<file path="config.mk">
export PLATFORM = sky130hd
export DESIGN_NAME = pll_lock_monitor
export DESIGN_NICKNAME = d
export VERILOG_FILES = /design/src/rtl/lm_pkg.sv /design/src/rtl/lm_edge_sync.sv /design/src/rtl/lm_cfg_stage.sv /design/src/rtl/lm_slip_det.sv /design/src/rtl/lm_qualifier.sv /design/src/rtl/pll_lock_monitor.sv
export SDC_FILE = /design/constraint.sdc
export NUM_CORES = 1
export LEC_CHECK = 0
export BUFFER_PORTS_ARGS = -buffer_cell sky130_fd_sc_hd__clkbuf_2
export CORE_UTILIZATION = 45
export CTS_CLUSTER_DIAMETER = 80
export DETAILED_ROUTE_END_ITERATION = 6
export GPL_ROUTABILITY_DRIVEN = 0
export GPL_TIMING_DRIVEN = 0
export PLACE_DENSITY = 0.68
export SLEW_MARGIN = 20
export SYNTH_ARGS = -nofsm -noshare
export SYNTH_HDL_FRONTEND = slang
export SYNTH_SLANG_ARGS = --single-unit
</file>
<file path="constraint.sdc">
create_clock -name clk -period 3.1 [get_ports clk]
set_input_delay 0.155 -clock clk [delete_from_list [all_inputs] [get_ports clk]]
set_output_delay 0.155 -clock clk [all_outputs]
set_load 0.02 [all_outputs]
</file>
<file path="src/rtl/lm_pkg.sv">
package lm_pkg;

    typedef enum logic {
        MODE_SKEW = 1'b0,
        MODE_SLIP = 1'b1
    } mode_e;

    typedef struct packed {
        logic ref_rise;
        logic fb_rise;
    } edge_pair_t;

    function automatic mode_e pick_mode(int unsigned mul, int unsigned low_max);
        return (mul > low_max) ? MODE_SLIP : MODE_SKEW;
    endfunction

    function automatic int unsigned qual_target(int unsigned len, int unsigned dflt);
        return (len == 0) ? dflt : len;
    endfunction

endpackage

</file>
<file path="src/rtl/lm_edge_sync.sv">
module lm_edge_sync #(
    parameter int STAGES = 2
) (
    input  logic clk,
    input  logic rst,
    input  logic din,
    output logic rise
);
    logic [STAGES:0] sh;

    always_ff @(posedge clk) begin
        if (rst) sh <= '0;
        else     sh <= {sh[STAGES-1:0], din};
    end

    assign rise = sh[STAGES-1] & ~sh[STAGES];
endmodule

</file>
<file path="src/rtl/lm_cfg_stage.sv">
module lm_cfg_stage #(
    parameter int MUL_W     = 12,
    parameter int DIV_W     = 4,
    parameter int MUL_RESET = 8
) (
    input  logic             clk,
    input  logic             rst,
    input  logic             div_wr,
    input  logic [DIV_W-1:0] div_val,
    input  logic             mul_wr,
    input  logic [MUL_W-1:0] mul_val,
    output logic [DIV_W-1:0] div_active,
    output logic [MUL_W-1:0] mul_active,
    output logic             restart
);
    logic [MUL_W-1:0] mul_stage;

    always_ff @(posedge clk) begin
        if (rst) begin
            div_active <= '0;
            mul_active <= MUL_W'(MUL_RESET);
            mul_stage  <= '0;
            restart    <= 1'b0;
        end else begin
            if (div_wr)  div_active <= div_val;
            if (restart) mul_active <= mul_stage;
            if (mul_wr)  mul_stage  <= mul_val;
            restart <= mul_wr;
        end
    end

    assert_div_apply_R2: assert property (@(posedge clk) disable iff (rst)
        div_wr |=> div_active == $past(div_val))
        else $error("divide factor not applied on next edge");

    assert_mul_apply_R3: assert property (@(posedge clk) disable iff (rst)
        mul_wr |=> ##1 mul_active == $past(mul_val, 2))
        else $error("multiply factor not applied on second edge");

    assert_div_first_R4: assert property (@(posedge clk) disable iff (rst)
        (div_wr && mul_wr && !restart) |=> mul_active == $past(mul_active))
        else $error("multiply factor changed together with divide factor");
endmodule

</file>
<file path="src/rtl/lm_slip_det.sv">
module lm_slip_det #(
    parameter int DIFF_W = 4
) (
    input  logic clk,
    input  logic rst,
    input  logic clear,
    input  logic ref_rise,
    input  logic fb_rise,
    output logic slip
);
    localparam logic signed [DIFF_W-1:0] DMAX = {1'b0, {(DIFF_W-1){1'b1}}};
    localparam logic signed [DIFF_W-1:0] DMIN = -DMAX;

    logic signed [DIFF_W-1:0] diff, nxt;
    logic seen_zero;

    always_comb begin
        nxt = diff;
        if (ref_rise && !fb_rise && diff != DMAX)      nxt = diff + DIFF_W'(1);
        else if (fb_rise && !ref_rise && diff != DMIN) nxt = diff - DIFF_W'(1);
    end

    assign slip = ref_rise && !seen_zero && (diff != '0);

    always_ff @(posedge clk) begin
        if (rst || clear) begin
            diff      <= '0;
            seen_zero <= 1'b1;
        end else begin
            diff      <= nxt;
            seen_zero <= ref_rise ? 1'b0 : (seen_zero | (diff == '0));
        end
    end

    assert_diff_range_R9: assert property (@(posedge clk) disable iff (rst)
        diff != -DMAX - DIFF_W'(1))
        else $error("difference counter wrapped");

    assert_clear_R9: assert property (@(posedge clk) disable iff (rst)
        clear |=> !slip)
        else $error("slip reported right after clear");
endmodule

</file>
<file path="src/rtl/lm_qualifier.sv">
module lm_qualifier #(
    parameter int QUAL_W       = 8,
    parameter int DEFAULT_QUAL = 16
) (
    input  logic              clk,
    input  logic              rst,
    input  logic              restart,
    input  logic              loss,
    input  logic              tick,
    input  logic [QUAL_W-1:0] qual_len,
    output logic              locked
);
    import lm_pkg::*;

    logic [QUAL_W-1:0] cnt;
    int unsigned       tgt;

    assign tgt = qual_target(32'(qual_len), DEFAULT_QUAL);

    always_ff @(posedge clk) begin
        if (rst || restart || loss) begin
            locked <= 1'b0;
            cnt    <= '0;
        end else if (tick && !locked) begin
            if (32'(cnt) + 1 >= tgt) begin
                locked <= 1'b1;
                cnt    <= '0;
            end else begin
                cnt <= cnt + QUAL_W'(1);
            end
        end
    end

    assert_restart_unlock_R3: assert property (@(posedge clk) disable iff (rst)
        restart |=> !locked)
        else $error("lock held across multiply write");

    assert_loss_unlock_R5: assert property (@(posedge clk) disable iff (rst)
        loss |=> !locked)
        else $error("lock held after loss");

    assert_rise_on_tick_R8: assert property (@(posedge clk) disable iff (rst)
        $rose(locked) |-> $past(tick))
        else $error("lock rose away from a reference edge");
endmodule

</file>
<file path="src/rtl/pll_lock_monitor.sv">
module pll_lock_monitor #(
    parameter int          MUL_W        = 12,
    parameter int          DIV_W        = 4,
    parameter int          QUAL_W       = 8,
    parameter int          DIFF_W       = 4,
    parameter int          SYNC_STAGES  = 2,
    parameter int          DEFAULT_QUAL = 16,
    parameter int          MUL_RESET    = 8,
    parameter int unsigned LOW_MUL_MAX  = 4
) (
    input  logic              clk,
    input  logic              rst,
    input  logic              ref_clk_in,
    input  logic              fb_clk_in,
    input  logic              skew_fault,
    input  logic [QUAL_W-1:0] qual_len,
    input  logic              div_wr,
    input  logic [DIV_W-1:0]  div_val,
    input  logic              mul_wr,
    input  logic [MUL_W-1:0]  mul_val,
    output logic [DIV_W-1:0]  div_active,
    output logic [MUL_W-1:0]  mul_active,
    output logic              locked
);
    import lm_pkg::*;

    localparam int NCH = 2;

    logic [NCH-1:0] raw, rise;
    edge_pair_t     ev;
    mode_e          mode;
    logic           restart, slip, loss, clear;

    assign raw = {fb_clk_in, ref_clk_in};

    for (genvar g = 0; g < NCH; g++) begin : g_sync
        lm_edge_sync #(.STAGES(SYNC_STAGES)) u_sync (
            .clk (clk),
            .rst (rst),
            .din (raw[g]),
            .rise(rise[g])
        );
    end

    assign ev = '{ref_rise: rise[0], fb_rise: rise[1]};

    lm_cfg_stage #(.MUL_W(MUL_W), .DIV_W(DIV_W), .MUL_RESET(MUL_RESET)) u_cfg (
        .clk       (clk),
        .rst       (rst),
        .div_wr    (div_wr),
        .div_val   (div_val),
        .mul_wr    (mul_wr),
        .mul_val   (mul_val),
        .div_active(div_active),
        .mul_active(mul_active),
        .restart   (restart)
    );

    assign mode  = pick_mode(32'(mul_active), LOW_MUL_MAX);
    assign loss  = (mode == MODE_SLIP) ? slip : skew_fault;
    assign clear = restart | loss;

    lm_slip_det #(.DIFF_W(DIFF_W)) u_slip (
        .clk     (clk),
        .rst     (rst),
        .clear   (clear),
        .ref_rise(ev.ref_rise),
        .fb_rise (ev.fb_rise),
        .slip    (slip)
    );

    lm_qualifier #(.QUAL_W(QUAL_W), .DEFAULT_QUAL(DEFAULT_QUAL)) u_qual (
        .clk     (clk),
        .rst     (rst),
        .restart (restart),
        .loss    (loss),
        .tick    (ev.ref_rise),
        .qual_len(qual_len),
        .locked  (locked)
    );

    assert_skew_unlock_R6: assert property (@(posedge clk) disable iff (rst)
        (mode == MODE_SKEW && skew_fault) |=> !locked)
        else $error("skew fault ignored in low multiplication mode");

    assert_skew_ignored_R7: assert property (@(posedge clk) disable iff (rst)
        (mode == MODE_SLIP && skew_fault && !slip && !restart && locked) |=> locked)
        else $error("skew fault acted in high multiplication mode");
endmodule

</file>
Word-level counts from Yosys, hierarchy flattened
Index checks and enable logic that the tools add are counted.
Operators by class
  add/subtract/negate cells: 4
  $mul: 0
  divide/modulo/power cells: 0
  order comparisons: 2
  equality and inequality tests: 2
  shift operators: 0
  mux-type cells: 7
  bitwise gates (word level): 6
  reduce and logical (&&, ||, !) cells: 19
Operator list (count)
  greater-or-equal comparator 32 bit: 1
  2-to-1 mux 8 bit: 2
  > comparator 12 x 3 -> 1 bit, second input constant: 1
  adder 8 x 1 -> 9 bit, second input constant: 1
  adder 8 x 1 -> 8 bit, second input constant: 1
  zero test 8 bit: 1
  2-to-1 mux 4 bit: 2
  != test 4 bit, second input constant: 2
  logical AND 1 bit: 7
  adder 4 x 2 -> 4 bit, second input constant: 1
  zero test 1 bit: 4
  zero test 4 bit: 1
  nonzero test 4 bit: 1
  subtractor 4 x 2 -> 4 bit, second input constant: 1
  logical OR 1 bit: 3
  2-to-1 mux 1 bit: 3
  AND 1 bit: 2
  NOT 1 bit: 2
  bitwise OR 1 bit: 2
  AND reduction 2 bit: 1
  nonzero test 2 bit: 1
Word-level totals
  flip-flop bits (word level): 49
  bits in latches: 0
  bits in writable memories: 0
  memory bits (read-only): 0
  input port bits: 31
  output and inout bits: 17
  word-level logic and storage cells: 50
  memories: 0

Longest topological paths before layout
  word-level depth: 7
  mapped depth: 10
  depth with buffers taken out: 10

By module
Synthesis repeated with hierarchy kept, for this count alone.
Unflattened totals
  cells, all modules: 246
  area total of the unflattened synthesis: 2336.0 um2
By module, submodules not included
  lm_cfg_stage: instances 1, cells each 93, area each 1023.5 um2, sequential area each 580.6 um2
  lm_qualifier: instances 1, cells each 97, area each 764.5 um2, sequential area each 180.2 um2
  lm_slip_det: instances 1, cells each 33, area each 317.8 um2, sequential area each 100.1 um2
  lm_edge_sync: instances 2, cells each 7, area each 87.6 um2, sequential area each 60.1 um2
  pll_lock_monitor: instances 1, cells each 9, area each 55.1 um2, sequential area each 0.0 um2

Least setup slack after synthesis
Ideal clock, no wire load.
  kind: register -> register
  from: register u_qual.cnt[0]
  to: register u_qual.cnt[0]
  setup time: 67 ps
  data arrival time: 2598 ps
  data required time: 3033 ps
  setup slack: 435 ps
  cell stages (with the launch flop): 11
  clock period less this slack: 2665 ps
  path through: dfxtp_1 -> ha_1 -> nand2_1 -> nor2_1 -> xor2_1 -> ha_1 -> o21ai_0 -> nor2_1 -> or4_4 -> or4_4 -> a21oi_2
Between the ends
  cells in the longest elaborated chain, start to end: 3
  elaborated cells on any way between the ends: 4
RTL lines
  start: declaration: line lm_qualifier.sv:15  | logic [QUAL_W-1:0] cnt;
  start signal: assignment: line lm_qualifier.sv:29  | cnt <= cnt + QUAL_W'(1);
  adder 8 x 1 -> 9 bit: line lm_qualifier.sv:25  | if (32'(cnt) + 1 >= tgt) begin
  greater-or-equal comparator 32 bit: line lm_qualifier.sv:25
  2-to-1 mux 8 bit (*): line lm_qualifier.sv:25
Mark *: on every way between the ends. The rest lies on a longest branch, timed or not.
A chain may end at the register's enable or synchronous reset.

Worst setup path in the final report
Ends and elaborated chain as after synthesis.

==> impl_results.md <==
* Vias in the first global route at 1696
* Drt first pass iters at 4
* CP Max Fanout at 7
* Num CTS Buffers at 5
* Diode count at 0
* Via Count at 1845
* Port-buffer cells at 44
* Psw at 0.3041 mW
* Slew margin rel. at 49.65%
* Clock Skews at 5.423 ps
* WP data required at 3340 ps
* Clk pin slew, worst setup/hold paths at 90 ps
* Worst path arrival time at 3140 ps
* Initial core utilization at 47.69%
* Pin count of the biggest net entering global routing at 16
* Sw frac at 25.66%
* Maxcap violations at 0
* FILL cells at 444
* DR WL/cell at 12.17 µm
* Postcts setup bufs at 0
* Final setup violating endpoints at 0
* Critical path endpoint category: flop
* Vias per cell at 5.055
* Synth Cell Area at 0.002282 mm²
* Number of synthesized flops with an enable pin at 0
* Post-synthesis register bit count at 49
* Width of the die at 73.22 µm
* CTS sink cnt at 49
* GR Util All Layers at 18.38%
* Seq/Total Area, Yosys at 42.98%
* GRT overflow at 0
* Synthesized instance count at 247
* Share of the synthesized area in the top cell type at 42.98%
* Synth area leader: dfxtp_1
* Core area at 0.004786 mm²
* Clk root buf: clkbuf_8
* First-pass GRT wire length at 7472 µm
* Die area at 0.005360 mm²
* PD cells at 442.1 mW/mm²
* Clk buf depth at 2
* CP Class: reg -> reg
* Share of cells above drive strength 1 at 20.47%
* RSZ-0062 raised after global routing: no
* Clock share of power at 30.2%
* Async set or reset register ratio after synthesis at 0%
* Worst Max-Slew Pin Slew at 755.3 ps
* Startpoint types: flop
* CTS H-tree depth at 2
* Initial antenna violation count at 0
* Fin crit period at 2905 ps
* Avg Inst Size Synth at 9.240 µm²
* Power share of the sequential group at 56.9%
* Post-synth top flop: dfxtp_1
* DRC Markers at 0
* Final Hold Viols at 0
* Post-synth top cells: dfxtp_1, nor2_1, mux2i_1
* Warnings, synthesis at 0
* Final ANT Viol Nets at 0
* # hold bufs at CTS at 0
* Static Leak at 1.165 nW
* Int Power at 0.8809 mW
* Final period util at 93.71%
* Fmax at 344.2 MHz
* Final Max Tran Viols at 0
* WL final at 4442 µm
* Initial DRC Count at 64
* Count leader, synth: dfxtp_1
* Worst VDD drop at 351.0 µV
* Placed cells at 358
* Hold slack at 60.19 ps
* IO Pins at 48
* Combinational power share at 12.9%
* TritonCTS clock tree: done
* Cell row count at 25
* Hold crit path type: in -> reg
* Ranking of synthesized cells by area: dfxtp_1, mux2i_1, nor2_1, ha_1, nor2b_1
* Yosys cell types at 36
* DP HPWL at 3334 µm
* NumNets Final at 341
* Synth Net Count at 290
* P&R area growth vs syn at 17.43%
* Worst-Skew Late Latency at 300 ps
* Post-route insts no fill at 365
* Die Ht at 73.22 µm
* Status: finished clean
## cells by family (layout without fill, tap and decap cells)
group	Yosys count	after routing	share of synthesized area (%)
AOI/OAI and AO/OA	34	34	9.978
xor gates and xnor gates	10	10	3.838
adders and majority gates	12	12	6.908
buffers and inverters	23	74	4.112
DFF	49	49	42.98
muxes	29	29	12.72
and+or+nand+nor	90	90	19.46
## power groups by stage
stage	registers, mW	clock network [mW]	logic, mW
after CTS	0.674	0.374	0.155
after floorplan	0.694	0	0.0984
after global placement	0.688	0	0.149
after global routing	0.678	0.397	0.172
after detailed placement	0.689	0	0.154
final	0.674	0.358	0.153
## layout by cell type, fill, tap and decap left out, types with 2 or more instances in the layout
cell type and count:
dfxtp_1 49, clkbuf_2 44, nor2_1 39, mux2i_1 29
nand2_1 12, nor2b_1 11, a21oi_1 11, clkbuf_1 10
inv_1 10, ha_1 10, nand4_1 7, xnor2_1 6
o21ai_0 6, nor3_1 5, clkbuf_8 5, xor2_1 4
nand3_1 4, a211oi_1 4, nor4_1 3, buf_1 2
nand2b_1 2, o211ai_1 2, a21o_1 2, or4_4 2
o32a_1 2
## metrics by stage
stage / worst slack [ps] / TNS (ps) / power, mW / cell area [µm²] / util (%)
CTS: 153.1 / 0 / 1.203 / 2678 / 55.95
detailed placement: -26.99 / -43.41 / 0.8426 / 2586 / 54.04
finish: 195.1 / 0 / 1.185 / 2680 / 56.00
global route: 18.36 / 0 / 1.247 / 2680 / 56.00
global placement: 33.40 / 0 / 0.8376 / 2586 / 54.04
floorplan: 434.7 / 0 / 0.7923 / 2282 / -
## worst max-delay path, cell delays in order (launching register included)
cell and delay [ps]:
dfxtp_1 460, ha_2 290, nand2_1 80, nor2_1 160, xor2_1 180, ha_1 260
o21ai_0 170, nor2_1 90, or4_4 530, or4_4 490, a21oi_2 130
## timing repair
| action | CTS | global route |
|---|---|---|
| cloned | 0 | 0 |
| resized for setup | 1 | 1 |
| endpoints found under the hold margin | 0 | 0 |
| endpoints found under the setup margin | 3 | 2 |
## sequential cells by signal, indices dropped and copies added, names as in the netlist
name and count:
u_cfg.mul_active 12, u_cfg.mul_stage 12, u_qual.cnt 8, g_sync.u_sync.sh 6, u_cfg.div_active 4, u_slip.diff 4
u_cfg.restart 1, u_qual.locked 1, u_slip.seen_zero 1
## cell type report
cell class	count	area, µm²	share of cell area (%)
clock inverter	2	16.27	0.6069
timing repair buffer	44	220.2	8.217
inverter	10	37.54	1.401
multi-input combinational	175	1216	45.38
sequential	49	980.9	36.60
clock buffer	5	68.82	2.568
buffer	13	56.30	2.101
tap	67	83.83	3.128
## routing by layer
metal  track usage (%)  wire [µm]  up-vias
met5                 0          0        -
met4             7.190         63        0
met3             4.282        171        6
met2             29.22       2002       44
met1             24.10       2205      836
li1                  -          -      959
## final timing paths
path | from | to | slack (ps) | cells after the start
max | u_qual.cnt[0]$_SDFFE_PP0P_ | u_qual.cnt[0]$_SDFFE_PP0P_ | 200 | 10
min | ref_clk_in | g_sync[0].u_sync.sh[0]$_SDFF_PP0_ | 60 | 2
max reg2reg | u_qual.cnt[0]$_SDFFE_PP0P_ | u_qual.cnt[0]$_SDFFE_PP0P_ | 200 | 10
min reg2reg | g_sync[0].u_sync.sh[0]$_SDFF_PP0_ | g_sync[0].u_sync.sh[1]$_SDFF_PP0_ | 450 | 1
Note: power is estimated with default switching activity, not from simulation.
